<file path="config.mk">
export PLATFORM = sky130hd
export DESIGN_NAME = pad_sleep_gate
export DESIGN_NICKNAME = d
export VERILOG_FILES = /design/src/rtl/pg_pkg.sv /design/src/rtl/pg_txn_tracker.sv /design/src/rtl/pg_idle_timer.sv /design/src/rtl/pg_wake_timer.sv /design/src/rtl/pad_sleep_gate.sv
export SDC_FILE = /design/constraint.sdc
export NUM_CORES = 1
export LEC_CHECK = 0
export ABC_AREA = 1
export BUFFER_PORTS_ARGS = -buffer_cell sky130_fd_sc_hd__clkbuf_2
export CAP_MARGIN = 20
export CORE_AREA = 5 5 65 67
export CTS_CLUSTER_DIAMETER = 50
export DETAILED_ROUTE_END_ITERATION = 7
export DIE_AREA = 0 0 70 72
export HOLD_SLACK_MARGIN = 0.15
export PLACE_DENSITY = 0.8
export SETUP_SLACK_MARGIN = 0.1
export SYNTH_ARGS = -nofsm -noshare
export SYNTH_HDL_FRONTEND = slang
export SYNTH_HIERARCHICAL = 1
export SYNTH_SLANG_ARGS = --single-unit
</file>
<file path="constraint.sdc">
create_clock -name clk -period 2.3 [get_ports clk]
set_input_delay 0.23 -clock clk [delete_from_list [all_inputs] [get_ports clk]]
set_output_delay 0.23 -clock clk [all_outputs]
set_load 0.005 [all_outputs]
</file>
<file path="src/rtl/pg_pkg.sv">
package pg_pkg;
  typedef enum logic [1:0] {
    PG_IDLE   = 2'd0,
    PG_ACTIVE = 2'd1,
    PG_STOP   = 2'd2,
    PG_RESUME = 2'd3
  } pg_state_e;

  // a programmed limit of zero counts as one
  function automatic logic [15:0] at_least_one(input logic [15:0] v);
    return (v == 16'd0) ? 16'd1 : v;
  endfunction
endpackage

</file>
<file path="src/rtl/pg_txn_tracker.sv">
module pg_txn_tracker #(
  parameter int CW = 4
) (
  input  logic          clk,
  input  logic          rst_n,
  input  logic          ar_hs,
  input  logic          aw_hs,
  input  logic          r_done,
  input  logic          b_done,
  output logic          busy,
  output logic [CW-1:0] count
);
  localparam int NW = CW + 1;

  logic [NW-1:0] nxt;

  always_comb begin
    nxt = {1'b0, count} + NW'(ar_hs) + NW'(aw_hs) - NW'(r_done) - NW'(b_done);
  end

  always_ff @(posedge clk or negedge rst_n) begin
    if (!rst_n) count <= '0;
    else        count <= nxt[CW-1:0];
  end

  assign busy = (count != '0);


  no_underflow_chk: assert property (@(posedge clk) disable iff (!rst_n)
    (count == '0) |-> !(r_done || b_done) || ar_hs || aw_hs);
endmodule

</file>
<file path="src/rtl/pg_idle_timer.sv">
module pg_idle_timer #(
  parameter int IW = 9
) (
  input  logic          clk,
  input  logic          rst_n,
  input  logic          clear,
  input  logic          tick,
  input  logic [IW-1:0] limit,
  output logic          expire
);
  import pg_pkg::*;

  logic [IW-1:0] cnt;
  logic [15:0]   eff;
  logic [15:0]   cnt_inc;

  assign eff     = at_least_one(16'(limit));
  assign cnt_inc = 16'(cnt) + 16'd1;
  assign expire  = tick && !clear && (cnt_inc >= eff);

  always_ff @(posedge clk or negedge rst_n) begin
    if (!rst_n)            cnt <= '0;
    else if (clear)        cnt <= '0;
    else if (tick) begin
      if (expire)          cnt <= '0;
      else                 cnt <= cnt + 1'b1;
    end
  end


  idle_bound_chk: assert property (@(posedge clk) disable iff (!rst_n)
    16'(cnt) < eff);
endmodule

</file>
<file path="src/rtl/pg_wake_timer.sv">
module pg_wake_timer #(
  parameter int WW = 5
) (
  input  logic          clk,
  input  logic          rst_n,
  input  logic          run,
  input  logic [WW-1:0] limit,
  output logic          done
);
  import pg_pkg::*;

  logic [WW-1:0] cnt;
  logic [15:0]   eff;

  assign eff  = at_least_one(16'(limit));
  assign done = run && ((16'(cnt) + 16'd1) >= eff);

  always_ff @(posedge clk or negedge rst_n) begin
    if (!rst_n)   cnt <= '0;
    else if (!run) cnt <= '0;
    else          cnt <= cnt + 1'b1;
  end


  wake_start_chk: assert property (@(posedge clk) disable iff (!rst_n)
    $rose(run) |-> (cnt == '0));
endmodule

</file>
<file path="src/rtl/pad_sleep_gate.sv">
module pad_sleep_gate #(
  parameter int IW = 9,
  parameter int WW = 5,
  parameter int CW = 4
) (
  input  logic          clk,
  input  logic          rst_n,
  input  logic          us_tick,
  input  logic          sleep_en,
  input  logic [IW-1:0] idle_limit,
  input  logic [WW-1:0] wake_limit,
  input  logic          up_arvalid,
  output logic          up_arready,
  output logic          dn_arvalid,
  input  logic          dn_arready,
  input  logic          up_awvalid,
  output logic          up_awready,
  output logic          dn_awvalid,
  input  logic          dn_awready,
  input  logic          rd_done,
  input  logic          wr_done,
  output logic          pad_pd
);
  import pg_pkg::*;

  localparam int GW = WW + 1;

  pg_state_e     state, state_nxt;
  logic          pass;
  logic          req_seen;
  logic          activity;
  logic          busy;
  logic [CW-1:0] txn_count;
  logic          ar_hs, aw_hs;
  logic          idle_clear;
  logic          idle_expire;
  logic          wake_done;

  assign pass       = (state == PG_IDLE) || (state == PG_ACTIVE);
  assign dn_arvalid = up_arvalid && pass;
  assign dn_awvalid = up_awvalid && pass;
  assign up_arready = dn_arready && pass;
  assign up_awready = dn_awready && pass;
  assign ar_hs      = dn_arvalid && dn_arready;
  assign aw_hs      = dn_awvalid && dn_awready;
  assign req_seen   = up_arvalid || up_awvalid;
  assign activity   = req_seen || busy;
  assign idle_clear = !sleep_en || (state != PG_IDLE) || activity;
  assign pad_pd     = (state == PG_STOP);

  pg_txn_tracker #(.CW(CW)) u_txn (
    .clk(clk), .rst_n(rst_n), .ar_hs(ar_hs), .aw_hs(aw_hs),
    .r_done(rd_done), .b_done(wr_done), .busy(busy), .count(txn_count)
  );

  pg_idle_timer #(.IW(IW)) u_idle (
    .clk(clk), .rst_n(rst_n), .clear(idle_clear), .tick(us_tick),
    .limit(idle_limit), .expire(idle_expire)
  );

  pg_wake_timer #(.WW(WW)) u_wake (
    .clk(clk), .rst_n(rst_n), .run(state == PG_RESUME),
    .limit(wake_limit), .done(wake_done)
  );

  always_comb begin
    state_nxt = state;
    unique case (state)
      PG_IDLE:   if (activity)                 state_nxt = PG_ACTIVE;
                 else if (idle_expire)         state_nxt = PG_STOP;
      PG_ACTIVE: if (!activity)                state_nxt = PG_IDLE;
      PG_STOP:   if (req_seen || !sleep_en)    state_nxt = PG_RESUME;
      PG_RESUME: if (wake_done)                state_nxt = PG_ACTIVE;
      default:                                 state_nxt = PG_IDLE;
    endcase
  end

  always_ff @(posedge clk or negedge rst_n) begin
    if (!rst_n) state <= PG_IDLE;
    else        state <= state_nxt;
  end

  // checker state: cycles since pad_pd was last high, saturating
  logic [GW-1:0] gap_cnt;
  logic [15:0]   wake_eff;
  assign wake_eff = at_least_one(16'(wake_limit));

  always_ff @(posedge clk or negedge rst_n) begin
    if (!rst_n)                 gap_cnt <= '1;
    else if (pad_pd)            gap_cnt <= '0;
    else if (gap_cnt != '1)     gap_cnt <= gap_cnt + 1'b1;
  end


  sleep_block_chk: assert property (@(posedge clk) disable iff (!rst_n)
    pad_pd |-> !(up_arready || up_awready || dn_arvalid || dn_awvalid));


  wake_window_chk: assert property (@(posedge clk) disable iff (!rst_n)
    ((up_arvalid && up_arready) || (up_awvalid && up_awready)) |-> (16'(gap_cnt) >= wake_eff));


  stop_on_tick_chk: assert property (@(posedge clk) disable iff (!rst_n)
    $rose(pad_pd) |-> $past(us_tick && sleep_en && !up_arvalid && !up_awvalid));


  wake_prompt_chk: assert property (@(posedge clk) disable iff (!rst_n)
    (pad_pd && (up_arvalid || up_awvalid)) |=> !pad_pd);


  busy_awake_chk: assert property (@(posedge clk) disable iff (!rst_n)
    (txn_count != '0) |-> !pad_pd);
endmodule

</file>
### Yosys cells after proc, flatten, opt, wreduce, memory -nomap -nowiden

Cells that the tools add are included.

* bits in read-only memories: 0
* memories: 0
* RAM bits: 0
* bits in latches: 0
* input bits: 24
* register bits: 20

* bitwise operators: 0
* order comparisons: 2
* shift-type cells: 0
* divide/modulo/power cells: 0
* equal/unequal tests: 7
* multiply operators: 0
* mux-type cells: 12
* reductions and logical operators: 24
* add/sub/neg operators: 8

Operators with widths (number)
* $mux W9: 4
* $ge A16 B16 Y1: 2
* $add A9 B1 Y10 const B: 1
* $mux W2: 5
* $mux W5: 2
* $add A9 B1 Y9 const B: 1
* $logic_and A1 B1 Y1: 9
* $logic_not A9 Y1: 1
* $add A4 B1 Y4: 2
* $pmux W2 S4: 1
* $sub A4 B1 Y4: 2
* $add A5 B1 Y6 const B: 1
* $logic_or A1 B1 Y1: 6
* $add A5 B1 Y5 const B: 1
* $logic_not A5 Y1: 1
* $eq A2 B2 Y1 const B: 2
* $ne A2 B2 Y1 const B: 2
* $reduce_and A4 Y1: 1
* $reduce_bool A2 Y1: 2
* $reduce_bool A4 Y1: 1
* $ne A3 B3 Y1 const B: 1
* $eq A2 B1 Y1 const B: 1
* $logic_not A1 Y1: 2
* $logic_not A2 Y1: 1
* $ne A2 B1 Y1 const B: 1

### Depth between registers and ports, before layout

* word-level depth: 9
* gate-level depth with buffers: 20

### Hierarchy

The synthesis kept the hierarchy.

By module, submodules not included
* pg_idle_timer: area an instance 878.3 sq um, sequential area each 225.2 sq um, cells an instance 137, instances 1
* pg_wake_timer: area an instance 375.4 sq um, sequential area each 125.1 sq um, cells an instance 50, instances 1
* pg_txn_tracker: area an instance 257.7 sq um, sequential area each 100.1 sq um, cells an instance 26, instances 1
* pad_sleep_gate: area an instance 231.5 sq um, sequential area each 50.0 sq um, cells an instance 38, instances 1

### Worst setup path after synthesis

OpenSTA, ideal clock, no wires.

* path type: reg2reg
* start: reg state[1]
* end: reg u_txn.count[2]
* path slack: -42 ps
* path buffers: 1
* period minus slack after synthesis: 2342 ps
* setup time: 64 ps
* arrival time: 2278 ps
* required time: 2236 ps
* stages on the path, launching flop included: 9
* cell sequence: dfrtp_1 buf_4 nor3_1 fa_1 fa_1 ha_1 inv_1 fa_1 inv_1

RTL lines
* start, declared: RTL line pad_sleep_gate.sv:28 `pg_state_e state, state_nxt;`
* start signal, assigned: RTL line pad_sleep_gate.sv:80 `else state <= state_nxt;`
* $eq A2 B1 Y1 / $logic_not A2 Y1 (equally long branches): RTL line pad_sleep_gate.sv:39 `assign pass = (state == PG_IDLE) || (state == PG_ACTIVE);`
* $logic_or A1 B1 Y1 (*): RTL line pad_sleep_gate.sv:39
* $logic_and A1 B1 Y1 (*): RTL line pad_sleep_gate.sv:41 `assign dn_awvalid = up_awvalid && pass;`
* $logic_and A1 B1 Y1 (*): RTL line pad_sleep_gate.sv:45 `assign aw_hs = dn_awvalid && dn_awready;`
* named net aw_hs: RTL line pad_sleep_gate.sv:34 `logic ar_hs, aw_hs;`
* $add A4 B1 Y4 (*): RTL line pg_txn_tracker.sv:18 `nxt = {1'b0, count} + NW'(ar_hs) + NW'(aw_hs) - NW'(r_done) - NW'(b_done);`
* $sub A4 B1 Y4 (*) (2 in series): RTL line pg_txn_tracker.sv:18
* named net u_txn.nxt[2]: RTL line pg_txn_tracker.sv:15 `logic [NW-1:0] nxt;`
* end signal, assigned: RTL line pg_txn_tracker.sv:23 `else count <= nxt[CW-1:0];`
* end, declared: RTL line pg_txn_tracker.sv:11 `output logic [CW-1:0] count`

The timed path passes the listed nets; every way through them passes the cells marked *.
A chain may end at the register's enable or synchronous reset.

### Worst setup path after layout

* start: reg u_idle.cnt[1]
* end: reg state[1]

* cells in the longest elaborated chain, start to end: 5

RTL lines
* start, declared: RTL line pg_idle_timer.sv:13 `logic [IW-1:0] cnt;`
* start signal, assigned: RTL line pg_idle_timer.sv:26 `else cnt <= cnt + 1'b1;`
* $add A9 B1 Y10: RTL line pg_idle_timer.sv:18 `assign cnt_inc = 16'(cnt) + 16'd1;`
* $ge A16 B16 Y1: RTL line pg_idle_timer.sv:19 `assign expire = tick && !clear && (cnt_inc >= eff);`
* $logic_and A1 B1 Y1: RTL line pg_idle_timer.sv:19
* named net idle_expire: RTL line pad_sleep_gate.sv:36 `logic idle_expire;`
* $ne A3 B3 Y1 (no line)
* $reduce_and A4 Y1 (no line)

The timed path passes the listed nets, and every way through them passes these cells.

==> out/qor.yml <==
path_cells: "ha_2 -> nand2_4 -> nor2_2 -> or2_1 -> nand2_1 -> inv_1 -> ha_1 -> nand2_2 -> nor3_2 -> nand2_1 -> nand3_2 -> nand2_2 -> a21oi_2 -> inv_1 -> nand4_1 -> nand3_1 -> nand2_1 -> nand2_1"
clock_latency_ns: 0.30
cts.path.max_buffers: 2
synth_top_area_frac: 0.287
power_leakage_uw: 0.00131
first_global_vias: 1491
synth_common_cells: "63 x inv_1, 61 x nand2_1, 20 x dfrtp_1, 20 x nor2_1, 19 x ha_1"
core-area_mm2: 0.00358
hpwl_mm: 2.88
setup_violations: 1
via_per_inst: 4.71
rsz0062_at_grt: "yes"
seqCellArea_um2: 502
yosysMostFrequentCell: "inv_1"
htreeDepth: 1
final_util: 0.595
synth_area_leaders: "dfrtp_1 29%, ha_1 14%, inv_1 14%, nand2_1 13%, nor2_1 4.3%"
status: "complete, but fails checks"
grt_overflow_total: 0
dieWidth_um: 70
drc: 0
drt-total-wl_mm: 3.62
start_util: 0.487
clk_pin_slew_worst_paths_ns: 0.11
via_count: 1617
cp_data_arrival_time_ns: 2.54
dp.cells: 335
fmax_mhz: 427
die_area_mm2: 0.00504
worstHoldPathType: "in2reg"
relSlewSlack: 0.534
drive_above_1_share: 0.261
power_uw: 930
synth_flop_cell: "dfrtp_1"
end_kind: "register"
diodes: 0
async_reset_ff_frac: 1.00
tightest_slew_ns: 0.697
antenna_found_initial: 0
synth_area_leader_cell: "dfrtp_1"
synth-edff-count: 0
hold_violations: 0
gp_routability_congestion: 0.838
grt_pass1_wl_mm: 6.24
critPathLaunchType: "register"
cts_sinks: 20
dr.pass1.iters: 4
syn-num-nets: 297
period_share: 1.02
violations: "setup timing"
drv_cap: 0
synth_cell_types: 27
area_growth_pct: 22.1
p_per_area_mw_per_mm2: 437
fillers: 344
antenna_left: 0
min_period_ns: 2.34
wl_per_cell_um: 10.6
r2r_slack_ns: -0.04
final_cells: 343
crit_path_top_delay_cell: "dfrtp_1"
portBuffers: 28
fp.dieH_um: 72
root_buffer: "clkbuf_4"
critPathMaxStageDelay_ns: 0.42
cpMostUsedCell: "nand2_1"
synth_cells: 251
ys_seq_area_frac: 0.287
final_nets: 342
yosysWarningCount: 6
final_area_mm2: 0.00213
multi_input_area_mm2: 0.00105
crit_type: "reg2reg"
ir_drop_uv: 656
setup_slack_ns: -0.0407
first_iter_violations: 47
grt_usage: 0.149
synth_seq_cells: 20
place_area_mm2: 0.00201
cp_data_required_time_ns: 2.50
path_max_fanout: 3
syn_area_mm2: 0.00174
drv_slew: 0
skew_ns: 0.00289
avgSynthCellArea_um2: 6.94
cts_tree: "done"
grt_max_degree: 21
cts-buffers-inserted: 3
rows: 22
ios: 29
[what timing repair did]
item	CTS	global route
pin swaps	12	9
cloned	0	0
setup endpoints to repair	4	12
setup buffers	3	1
resized for setup	2	11
endpoints found under the hold margin	20	0
hold buffers	1	0
[per-layer routing]
layer	part of all wire	vias up	track usage
met1	0.44	740	0.182
met3	0.030	2	0.0374
li1	-	858	-
met4	0.0039	0	0.0170
met2	0.52	17	0.273
met5	0	-	0
[sequential cells by signal (all words and copies together) (netlist names)]
| register | count |
|---|---|
| u_idle/cnt | 9 |
| u_wake/cnt | 5 |
| u_txn/count | 4 |
| state | 2 |
[final cells by class]
type | count | share of cell area
clock buffer | 4 | 0.0170
inverter | 64 | 0.113
timing repair buffer | 41 | 0.113
multi-input combinational | 166 | 0.493
tap | 48 | 0.0282
sequential | 20 | 0.236
[per-stage QoR]
stage	worst slack [ns]	TNS, ns	hold slack (ns)
floorplan	0.0258	0	-0.0656
finish	-0.0407	-0.0407	0.262
global route	-0.218	-0.396	0.283
global placement	0.0470	0	0.216
detailed placement	-0.0682	-0.0872	0.221
CTS	-0.0550	-0.0582	0.254
[power breakdown]
group	total, uW	switching, uW	internal (uW)	leakage, uW
registers	428	30.9	397	0.000264
clock network	204	107	96.6	0.0000210
logic	298	168	130	0.00103
total	930	306	624	0.00131
[logic make-up (layout without fill, tap and decap cells)]
| logic type | Yosys count | in the layout | synth area share |
|---|---|---|---|
| AND/OR/NAND/NOR | 125 | 125 | 0.328 |
| buffers and inverters | 65 | 109 | 0.142 |
| adder cells (fa/ha/maj) | 22 | 22 | 0.171 |
| flip-flops | 20 | 20 | 0.287 |
| AO/OA/AOI/OAI | 17 | 17 | 0.0617 |
| XOR/XNOR | 2 | 2 | 0.0101 |
[worst max-delay path, delay by kind of cell, from the launching register on]
kind | cells | cell delay (ns)
DFF | 1 | 0.42
adders and majority gates | 2 | 0.50
AOI/OAI and AO/OA | 1 | 0.10
and+or+nand+nor | 13 | 1.13
buffers and inverters | 2 | 0.10
[final timing paths]
path                               start             to  cells past startpoint
hold / removal                  sleep_en       state[0]                      4
max in group asynchronous          rst_n  u_idle/cnt[2]                      2
setup reg to reg           u_idle/cnt[1]       state[1]                     18
min in group asynchronous          rst_n       state[0]                      2
hold reg to reg            u_wake/cnt[0]  u_wake/cnt[0]                      1
setup / recovery           u_idle/cnt[1]       state[1]                     18
[cell usage in the layout (no fill, tap or decap), types with 6 or more instances in the layout]
| cell type | instances |
|---|---|
| ha_1 | 17 |
| nor2_1 | 20 |
| dfrtp_1 | 19 |
| clkbuf_2 | 28 |
| nand3_1 | 13 |
| buf_4 | 12 |
| nor3_1 | 6 |
| a21oi_1 | 7 |
| inv_1 | 61 |
| nand2_1 | 59 |
| nand2_2 | 7 |
(Power assumes the default switching activity.)
